==> config.mk <==
export PLATFORM = sky130hd
export DESIGN_NAME = utr_timer
export DESIGN_NICKNAME = d
export VERILOG_FILES = /design/src/rtl/utr_pkg.sv /design/src/rtl/utr_pin_sync.sv /design/src/rtl/utr_ctrl_regs.sv /design/src/rtl/utr_count_core.sv /design/src/rtl/utr_timer.sv
export SDC_FILE = /design/constraint.sdc
export NUM_CORES = 1
export LEC_CHECK = 0
export BUFFER_PORTS_ARGS = -buffer_cell sky130_fd_sc_hd__buf_2
export CAP_MARGIN = 20
export CORE_MARGIN = 5
export CORE_UTILIZATION = 55
export DETAILED_ROUTE_END_ITERATION = 7
export PLACE_DENSITY = 0.74
export SETUP_SLACK_MARGIN = 0.1
export SLEW_MARGIN = 0
export SYNTH_ARGS = -nofsm -noshare
export SYNTH_HDL_FRONTEND = slang
export SYNTH_SLANG_ARGS = --single-unit
==> constraint.sdc <==
create_clock -name clk_i -period 3.58 [get_ports clk_i]
set_input_delay 0.179 -clock clk_i [delete_from_list [all_inputs] [get_ports clk_i]]
set_output_delay 0.179 -clock clk_i [all_outputs]
set_load 0.03 [all_outputs]
==> src/rtl/utr_pkg.sv <==
package utr_pkg;
  localparam int unsigned AW = 3;

  localparam logic [AW-1:0] A_CTRL   = 3'd0;
  localparam logic [AW-1:0] A_MODE   = 3'd1;
  localparam logic [AW-1:0] A_CNT_LO = 3'd2;
  localparam logic [AW-1:0] A_RLD_LO = 3'd4;

  // control register bit positions
  localparam int unsigned B_OVF  = 7;
  localparam int unsigned B_EXT  = 6;
  localparam int unsigned B_EXEN = 3;
  localparam int unsigned B_RUN  = 2;
  localparam int unsigned B_CSEL = 1;
  localparam int unsigned B_CAP  = 0;
  // mode register bit positions
  localparam int unsigned B_CLKO = 1;
  localparam int unsigned B_UPDN = 0;

  typedef struct packed {
    logic exen;
    logic run;
    logic csel;
    logic cap;
    logic clko;
    logic updn;
  } cfg_t;
endpackage

==> src/rtl/utr_pin_sync.sv <==
module utr_pin_sync #(
  parameter int unsigned W      = 2,
  parameter int unsigned STAGES = 2
) (
  input  logic         clk_i,
  input  logic         rst_ni,
  input  logic [W-1:0] pin_i,
  output logic [W-1:0] level_o,
  output logic [W-1:0] fall_o
);
  for (genvar b = 0; b < W; b++) begin : g_bit
    logic [STAGES:0] sh;
    // lines idle high; reset to ones so release creates no edge
    always_ff @(posedge clk_i or negedge rst_ni) begin
      if (!rst_ni) sh <= '1;
      else         sh <= {sh[STAGES-1:0], pin_i[b]};
    end
    assign level_o[b] = sh[STAGES-1];
    assign fall_o[b]  = sh[STAGES] & ~sh[STAGES-1];
  end
endmodule

==> src/rtl/utr_ctrl_regs.sv <==
module utr_ctrl_regs
  import utr_pkg::*;
#(
  parameter int unsigned HALF_W = 8
) (
  input  logic              clk_i,
  input  logic              rst_ni,
  input  logic              wr_en_i,
  input  logic [AW-1:0]     wr_addr_i,
  input  logic [HALF_W-1:0] wr_data_i,
  input  logic              ovf_set_i,
  input  logic              ext_set_i,
  input  logic              ext_tgl_i,
  output cfg_t              cfg_o,
  output logic              ovf_o,
  output logic              ext_o
);
  cfg_t cfg_q, cfg_d;
  logic ovf_q, ovf_d, ext_q, ext_d;
  logic ctrl_wr, mode_wr;

  assign ctrl_wr = wr_en_i && (wr_addr_i == A_CTRL);
  assign mode_wr = wr_en_i && (wr_addr_i == A_MODE);

  always_comb begin
    cfg_d = cfg_q;
    if (ctrl_wr) begin
      cfg_d.exen = wr_data_i[B_EXEN];
      cfg_d.run  = wr_data_i[B_RUN];
      cfg_d.csel = wr_data_i[B_CSEL];
      cfg_d.cap  = wr_data_i[B_CAP];
    end
    if (mode_wr) begin
      cfg_d.clko = wr_data_i[B_CLKO];
      cfg_d.updn = wr_data_i[B_UPDN];
    end
  end

  // hardware events override a same-cycle software write
  always_comb begin
    ovf_d = ovf_q;
    ext_d = ext_q;
    if (ctrl_wr) begin
      ovf_d = wr_data_i[B_OVF];
      ext_d = wr_data_i[B_EXT];
    end
    if (ovf_set_i) ovf_d = 1'b1;
    if (ext_tgl_i) ext_d = ~ext_q;
    if (ext_set_i) ext_d = 1'b1;
  end

  always_ff @(posedge clk_i or negedge rst_ni) begin
    if (!rst_ni) begin
      cfg_q <= '0;
      ovf_q <= 1'b0;
      ext_q <= 1'b0;
    end else begin
      cfg_q <= cfg_d;
      ovf_q <= ovf_d;
      ext_q <= ext_d;
    end
  end

  assign cfg_o = cfg_q;
  assign ovf_o = ovf_q;
  assign ext_o = ext_q;
endmodule

==> src/rtl/utr_count_core.sv <==
module utr_count_core
  import utr_pkg::*;
#(
  parameter int unsigned HALF_W = 8,
  localparam int unsigned CNT_W = 2 * HALF_W
) (
  input  logic              clk_i,
  input  logic              rst_ni,
  input  logic              step_i,
  input  logic              up_i,
  input  logic              clko_act_i,
  input  logic              updn_act_i,
  input  logic              cap_i,
  input  logic              trig_i,
  input  logic              wr_en_i,
  input  logic [AW-1:0]     wr_addr_i,
  input  logic [HALF_W-1:0] wr_data_i,
  output logic [CNT_W-1:0]  cnt_o,
  output logic [CNT_W-1:0]  rld_o,
  output logic              ovf_set_o,
  output logic              ext_tgl_o,
  output logic              clk_tgl_o
);
  logic [CNT_W-1:0] cnt_q, cnt_d, rld_q, rld_d;
  logic at_top, at_floor;

  assign at_top   = (cnt_q == '1);
  assign at_floor = (cnt_q == rld_q);

  always_comb begin
    cnt_d     = cnt_q;
    rld_d     = rld_q;
    ovf_set_o = 1'b0;
    ext_tgl_o = 1'b0;
    clk_tgl_o = 1'b0;
    if (step_i) begin
      if (clko_act_i) begin
        if (at_top) begin
          cnt_d     = rld_q;
          clk_tgl_o = 1'b1;
        end else begin
          cnt_d = cnt_q + 1'b1;
        end
      end else if (updn_act_i && !up_i) begin
        if (at_floor) begin
          cnt_d     = '1;
          ovf_set_o = 1'b1;
          ext_tgl_o = 1'b1;
        end else begin
          cnt_d = cnt_q - 1'b1;
        end
      end else begin
        if (at_top) begin
          cnt_d     = (cap_i && !updn_act_i) ? '0 : rld_q;
          ovf_set_o = 1'b1;
          ext_tgl_o = updn_act_i;
        end else begin
          cnt_d = cnt_q + 1'b1;
        end
      end
    end
    if (trig_i) begin
      if (cap_i) rld_d = cnt_q;
      else       cnt_d = rld_q;
    end
    // byte writes from software take the last word
    for (int h = 0; h < 2; h++) begin
      if (wr_en_i && (wr_addr_i == A_CNT_LO + AW'(h)))
        cnt_d[h*HALF_W +: HALF_W] = wr_data_i;
      if (wr_en_i && (wr_addr_i == A_RLD_LO + AW'(h)))
        rld_d[h*HALF_W +: HALF_W] = wr_data_i;
    end
  end

  always_ff @(posedge clk_i or negedge rst_ni) begin
    if (!rst_ni) begin
      cnt_q <= '0;
      rld_q <= '0;
    end else begin
      cnt_q <= cnt_d;
      rld_q <= rld_d;
    end
  end

  assign cnt_o = cnt_q;
  assign rld_o = rld_q;
endmodule

==> src/rtl/utr_timer.sv <==
module utr_timer
  import utr_pkg::*;
#(
  parameter int unsigned HALF_W = 8
) (
  input  logic              clk_i,
  input  logic              rst_ni,
  input  logic              tmr_tick_i,
  input  logic              clko_tick_i,
  input  logic              cnt_pin_i,
  input  logic              dir_pin_i,
  input  logic              wr_en_i,
  input  logic [AW-1:0]     wr_addr_i,
  input  logic [HALF_W-1:0] wr_data_i,
  input  logic [AW-1:0]     rd_addr_i,
  output logic [HALF_W-1:0] rd_data_o,
  output logic              ovf_flag_o,
  output logic              ext_flag_o,
  output logic              irq_o,
  output logic              clk_out_o
);
  localparam int unsigned CNT_W = 2 * HALF_W;

  cfg_t             cfg;
  logic [1:0]       pin_lvl, pin_fall;
  logic             dir_lvl, dir_fall, cnt_fall;
  logic             clko_act, updn_act, run_en, step, trig;
  logic             ovf_set, ext_tgl, clk_tgl;
  logic             ovf, ext;
  logic [CNT_W-1:0] cnt, rld;
  logic             clk_out_q;

  utr_pin_sync #(.W(2), .STAGES(2)) u_sync (
    .clk_i  (clk_i),
    .rst_ni (rst_ni),
    .pin_i  ({dir_pin_i, cnt_pin_i}),
    .level_o(pin_lvl),
    .fall_o (pin_fall)
  );
  assign dir_lvl  = pin_lvl[1];
  assign dir_fall = pin_fall[1];
  assign cnt_fall = pin_fall[0];

  assign clko_act = cfg.clko && !cfg.csel;
  assign updn_act = cfg.updn && !clko_act;
  assign run_en   = cfg.run;
  assign step     = run_en && (clko_act ? clko_tick_i
                                        : (cfg.csel ? cnt_fall : tmr_tick_i));
  assign trig     = cfg.exen && !updn_act && dir_fall;

  utr_ctrl_regs #(.HALF_W(HALF_W)) u_regs (
    .clk_i    (clk_i),
    .rst_ni   (rst_ni),
    .wr_en_i  (wr_en_i),
    .wr_addr_i(wr_addr_i),
    .wr_data_i(wr_data_i),
    .ovf_set_i(ovf_set),
    .ext_set_i(trig),
    .ext_tgl_i(ext_tgl),
    .cfg_o    (cfg),
    .ovf_o    (ovf),
    .ext_o    (ext)
  );

  utr_count_core #(.HALF_W(HALF_W)) u_core (
    .clk_i     (clk_i),
    .rst_ni    (rst_ni),
    .step_i    (step),
    .up_i      (dir_lvl),
    .clko_act_i(clko_act),
    .updn_act_i(updn_act),
    .cap_i     (cfg.cap),
    .trig_i    (trig),
    .wr_en_i   (wr_en_i),
    .wr_addr_i (wr_addr_i),
    .wr_data_i (wr_data_i),
    .cnt_o     (cnt),
    .rld_o     (rld),
    .ovf_set_o (ovf_set),
    .ext_tgl_o (ext_tgl),
    .clk_tgl_o (clk_tgl)
  );

  always_ff @(posedge clk_i or negedge rst_ni) begin
    if (!rst_ni)      clk_out_q <= 1'b0;
    else if (clk_tgl) clk_out_q <= ~clk_out_q;
  end

  always_comb begin
    rd_data_o = '0;
    case (rd_addr_i)
      A_CTRL:       rd_data_o = HALF_W'({ovf, ext, 2'b00, cfg.exen, cfg.run, cfg.csel, cfg.cap});
      A_MODE:       rd_data_o = HALF_W'({cfg.clko, cfg.updn});
      A_CNT_LO:     rd_data_o = cnt[HALF_W-1:0];
      A_CNT_LO + 1: rd_data_o = cnt[CNT_W-1:HALF_W];
      A_RLD_LO:     rd_data_o = rld[HALF_W-1:0];
      A_RLD_LO + 1: rd_data_o = rld[CNT_W-1:HALF_W];
      default:      rd_data_o = '0;
    endcase
  end

  assign ovf_flag_o = ovf;
  assign ext_flag_o = ext;
  assign irq_o      = ovf || (ext && !updn_act);
  assign clk_out_o  = clk_out_q;
endmodule

==> impl_metrics.json, run 1 <==
{
  "status": "complete, no violations",
  "synth.distinct_cells": 67,
  "cp-end-kind": "flip-flop",
  "syn-num-nets": 512,
  "avgViaCountPerCell": 6.95,
  "grt_max_degree": 48,
  "area_growth_syn_to_layout_pct": 8.64,
  "io_buffers": 32,
  "clkSinkCount": 47,
  "die_x_um": 94.5,
  "antenna_found_initial": 1,
  "wl_mm": 14.1,
  "clock_skew_ps": 16.8,
  "root_buffer": "clkbuf_8",
  "start_util": 0.571,
  "cp_max_fo": 11,
  "ant_nets": 0,
  "crit_required_ps": 3760,
  "ys_async_sr_fraction": 1.00,
  "synth_ff_type": "dfrtp_1",
  "synth_seq_cells": 47,
  "synth_edf_count": 0,
  "rr_endpoint": "u_core.cnt_o[3]",
  "drt_pass1_iterations": 6,
  "syn_inst": 489,
  "comb_power_share": 0.409,
  "p_int_mw": 1.42,
  "place_area_mm2": 0.00412,
  "max_freq_ghz": 0.369,
  "r2r_start": "u_core.cnt_o[10]",
  "ys_warn_count": 0,
  "maxCapViolations": 0,
  "grt_overflow": 0,
  "p_per_area_mw_per_mm2": 659,
  "num_rows": 30,
  "vias": 4168,
  "clkSlewWorstSetupHoldPaths_ps": 110,
  "setup_viol": 0,
  "core_area_mm2": 0.00687,
  "finalMaxSlewViolations": 0,
  "clock_path_buffers": 2,
  "p_leak_nw": 1.63,
  "die_h_um": 94.5,
  "ys_seq_area_frac": 0.302,
  "finalHoldViolCount": 0,
  "period_minus_slack_ps": 2710,
  "io_pins": 33,
  "syn_avg_cell_area_um2": 8.02,
  "htreeDepth": 2,
  "first_global_vias": 3876,
  "grt_pass1_wl_mm": 21.9,
  "reg2regPathDepth": 6,
  "r2r_setup_slack_ps": 870,
  "p_clk_frac": 0.151,
  "num-fill-cells": 609,
  "timing.slew.headroom": 0.388,
  "worst_pin_slew_ps": 917,
  "whs_path_depth": 3,
  "finalCritPeriodShare": 0.756,
  "place_congestion": 1.02,
  "final.setup.tns_ps": 0,
  "cts_tree": "built",
  "drc": 0,
  "worst_ir_drop_vdd_mv": 0.386,
  "drive_gt1_frac": 0.153,
  "grtUsageTotal": 0.326,
  "insertion_delay_ps": 320,
  "p_seq_frac": 0.440,
  "place_hpwl_mm": 10.0,
  "dp.cells": 589,
  "die-area_mm2": 0.00892,
  "wl_per_cell_um": 23.5,
  "timing.hold.ws_ps": 173,
  "finish.instance_area_mm2": 0.00426,
  "hp-class": "input port to flip-flop",
  "crit_type": "flip-flop to flip-flop",
  "rsz0062_at_grt": "false",
  "arrival_ps": 2890,
  "hold_start": "wr_data_i[4]",
  "final-instance-count-excl-fill": 600,
  "cp-start-kind": "flip-flop",
  "fin_nets": 526,
  "p_sw_mw": 1.39,
  "drt-initial-drc-count": 525,
  "min_to": "u_core.rld_o[4]",
  "sw_frac_of_total": 0.496,
  "antennaDiodeCount": 0,
  "numCtsBuffers": 5,
  "syn_area_mm2": 0.00392,
  "fin_util": 0.620,
  "postCtsSetupBuffers": 0
}
-- how the worst max path moves through the flow --
stage,start,endpoint,slack (ps),depth (start not counted)
finish,u_core.cnt_o[10],u_core.cnt_o[3],870,6
CTS,u_core.cnt_o[10],u_core.cnt_o[3],1030,6
floorplan,u_core.cnt_o[0],u_core.cnt_o[12],1350,10
global placement,u_core.cnt_o[10],u_core.cnt_o[3],1080,6
detailed placement,u_core.cnt_o[0],u_core.cnt_o[11],1040,6
global route,u_core.cnt_o[2],u_core.cnt_o[13],810,5
-- layout by cell type, fill, tap and decap left out, drive strengths merged, types with 12 or more instances in the layout --
cell	count
nor4	12
nand2	46
nor2	44
a21oi	41
xor2	22
mux2i	28
nand3	16
o21ai	36
dfrtp	41
buf	42
nor3	13
-- final cells by class --
cell class / instances / area (um^2) / share of cell area
timing repair buffer: 45 / 265 / 0.0622
multi-input combinational: 397 / 2550 / 0.598
inverter: 7 / 26.3 / 0.00617
sequential: 47 / 1180 / 0.278
tap: 96 / 120 / 0.0282
clock inverter: 3 / 47.5 / 0.0112
clock buffer: 5 / 68.8 / 0.0161
-- metal layers --
metal | global-route usage | wire (um) | up-vias
met5 | 0 | 15 | -
met3 | 0.0622 | 1610 | 61
met4 | 0.154 | 708 | 2
met1 | 0.459 | 5840 | 1953
li1 | - | - | 1832
met2 | 0.478 | 5960 | 320
-- Yosys cell counts, types with 8 or more instances --
cell type | instances | area, um^2
a31oi_1 | 9 | 56.3
a211oi_1 | 8 | 60.1
mux2i_1 | 28 | 280
xnor2_1 | 9 | 78.8
nand4_1 | 8 | 50.1
nand2_1 | 46 | 173
a21oi_1 | 41 | 205
nor3_1 | 13 | 65.1
xor2_1 | 22 | 193
nand3_1 | 15 | 75.1
nor4_1 | 10 | 62.6
dfrtp_1 | 41 | 1030
o21ai_0 | 35 | 175
clkbuf_1 | 24 | 90.1
nor2_1 | 43 | 161
nand2b_1 | 8 | 50.1
-- stage by stage --
stage | power (mW) | setup WS [ps]
after floorplan | 1.97 | 1350
after global placement | 2.32 | 1080
after detailed placement | 2.32 | 1040
after CTS | 2.75 | 1030
after global routing | 2.96 | 813
final | 2.81 | 872
-- cells by family (layout without fill, tap and decap cells) --
group           after synthesis  in the layout  synth area share
simple gates                189            189             0.256
compound gates              142            142             0.229
flops                        47             47             0.302
buf+inv                      45             60            0.0510
mux                          33             33            0.0858
xor+xnor                     31             31            0.0692
fa+ha+maj                     2              2           0.00638
-- critical path, stage by stage, from the launching register on --
cell     delay, ps
dfrtp_1        710
nand4_1        380
or4_1          750
a31oi_1        340
nor2_1          70
o32ai_1        190
nand3_1        130
-- power groups by stage --
stage | registers (mW) | clock network (mW) | logic, mW
floorplan | 0.874 | 0 | 1.09
finish | 1.24 | 0.425 | 1.15
global placement | 1.21 | 0 | 1.11
detailed placement | 1.22 | 0 | 1.11
CTS | 1.21 | 0.429 | 1.12
global route | 1.26 | 0.456 | 1.25
-- what timing repair did --
item | 4_1_cts | 5_1_grt
hold buffers | 3 | 0
resized for setup | 0 | 0
endpoints found under the setup margin | 0 | 0
endpoints found under the hold margin | 35 | 0
-- sequential cells by signal (all words and copies together), names as in the netlist --
register / flops
u_core.cnt_o: 16
u_core.rld_o: 16
u_regs.cfg_o: 6
u_sync.g_bit.sh: 6
clk_out_o: 1
u_regs.ext_o: 1
u_regs.ovf_o: 1
No activity file was read; power rests on OpenSTA's default activity.
==> run 2: changes to the inputs <==
- PLACE_DENSITY: 0.74 -> 0.77
- clock period: 3.58 -> 2.4 ns (I/O delays scaled with it)
==> impl_metrics.json, run 2 (same netlist as run 1, synthesis figures left out) <==
{
  "status": "complete, no violations",
  "p_per_area_mw_per_mm2": 999,
  "drt-initial-drc-count": 614,
  "final_common_cell": "buf_4",
  "die_h_um": 94.5,
  "die-area_mm2": 0.00892,
  "p_leak_nw": 1.93,
  "finalCritPeriodShare": 0.946,
  "cts_tree": "built",
  "rsz0062_at_grt": "true",
  "io_pins": 33,
  "grt_pass1_wl_mm": 23.7,
  "multi_input_area_mm2": 0.00260,
  "fin_nets": 583,
  "place_congestion": 0.996,
  "rr_endpoint": "u_core.cnt_o[7]",
  "cp-end-kind": "flip-flop",
  "layout_common_cells": "65 x buf_4, 46 x nand2_1, 41 x a21oi_1",
  "worst_pin_slew_ps": 792,
  "root_buffer": "clkbuf_8",
  "area_growth_syn_to_layout_pct": 21.6,
  "crit_required_ps": 2620,
  "setup_viol": 0,
  "hp-class": "input port to flip-flop",
  "drive_gt1_frac": 0.260,
  "io_buffers": 32,
  "crit_family": "simple AND/OR/NAND/NOR gates",
  "fin_util": 0.694,
  "whs_path_depth": 3,
  "worst_ir_drop_vdd_mv": 0.602,
  "start_util": 0.571,
  "core_area_mm2": 0.00687,
  "place_hpwl_mm": 11.5,
  "cp-start-kind": "flip-flop",
  "cp_max_fo": 11,
  "num_rows": 30,
  "arrival_ps": 2490,
  "period_minus_slack_ps": 2270,
  "first_global_vias": 4207,
  "reg2regPathDepth": 7,
  "drc": 0,
  "clkSlewWorstSetupHoldPaths_ps": 100,
  "finalMaxSlewViolations": 0,
  "grt_max_degree": 19,
  "antennaDiodeCount": 0,
  "avgViaCountPerCell": 6.73,
  "drt_pass1_iterations": 6,
  "max_stage_delay_ps": 530,
  "die_x_um": 94.5,
  "wl_per_cell_um": 23.2,
  "crit_type": "flip-flop to flip-flop",
  "crit_cells": 7,
  "path_buf_inv": 1,
  "clkSinkCount": 47,
  "grt_overflow": 0,
  "setup_slack_ps": 129,
  "seq_area_mm2": 0.00119,
  "final.setup.tns_ps": 0,
  "path_cells": "nand2b_1 -> a221oi_1 -> buf_4 -> and4b_2 -> nand2_1 -> nor4b_1 -> o21ai_0",
  "maxCapViolations": 0,
  "finalHoldViolCount": 0,
  "vias": 4423,
  "antenna_found_initial": 0,
  "r2r_setup_slack_ps": 130,
  "hold_start": "wr_data_i[4]",
  "htreeDepth": 2,
  "timing.slew.headroom": 0.471,
  "max_freq_ghz": 0.440,
  "grtUsageTotal": 0.355,
  "r2r_start": "u_sync.g_bit[0].sh[2]",
  "final-instance-count-excl-fill": 657,
  "min_to": "u_core.cnt_o[4]",
  "dp.cells": 644,
  "insertion_delay_ps": 320,
  "timing.hold.ws_ps": 104,
  "clock_path_buffers": 2,
  "cp_slowest_cell": "dfstp_2",
  "numCtsBuffers": 5,
  "wl_mm": 15.2,
  "ant_nets": 0,
  "clock_skew_ps": 11.8,
  "num-fill-cells": 584,
  "post-place-ws_ps": 81.1
}
## run 2: through the flow
step / cell area (um^2) / total power [mW]
2_1_floorplan: 3920 / 2.93
3_3_place_gp: 4550 / 3.91
3_5_place_dp: 4550 / 3.94
4_1_cts: 4720 / 4.62
5_1_grt: 4770 / 5.01
6_report: 4770 / 4.76
## run 2: repair_timing
item	4_1_cts	5_1_grt
endpoints found under the hold margin	17	0
setup endpoints to repair	5	29
gates resized for setup	3	13
setup buffers	1	1
hold buffers	3	0
pin swaps	0	2
## run 2: cell type report
class | count | share of cell area
Multi-Input combinational cell | 397 | 0.544
Clock buffer | 6 | 0.0173
Clock inverter | 2 | 0.00813
Inverter | 7 | 0.00551
Tap cell | 96 | 0.0252
Timing Repair Buffer | 102 | 0.151
Sequential cell | 47 | 0.249
## run 2: power breakdown
group | switching, mW | total (mW) | internal [mW]
clock | 0.317 | 0.661 | 0.344
combinational | 1.44 | 2.55 | 1.10
sequential | 0.490 | 1.55 | 1.06
total | 2.25 | 4.76 | 2.51
## run 2: worst max-delay path by stage
stage,startpoint,to,slack [ps]
final,u_sync.g_bit[0].sh[2],u_core.cnt_o[7],130
after global routing,u_core.cnt_o[9],u_core.cnt_o[13],30
after CTS,u_core.cnt_o[0],u_core.cnt_o[11],100
after global placement,u_core.cnt_o[10],u_core.cnt_o[1],100
after floorplan,u_core.cnt_o[0],u_core.cnt_o[12],170
after detailed placement,u_core.cnt_o[0],u_core.cnt_o[11],80
## run 2: metal layers
| layer | part of all wire | GRT usage |
|---|---|---|
| met1 | 0.40 | 0.478 |
| met2 | 0.43 | 0.534 |
| met3 | 0.11 | 0.0717 |
| met4 | 0.057 | 0.190 |
| met5 | 0 | 0 |
## run 2: worst min-delay path: stages
cell and delay (ps):
buf_2 130, nand2_1 60, nand3_1 80
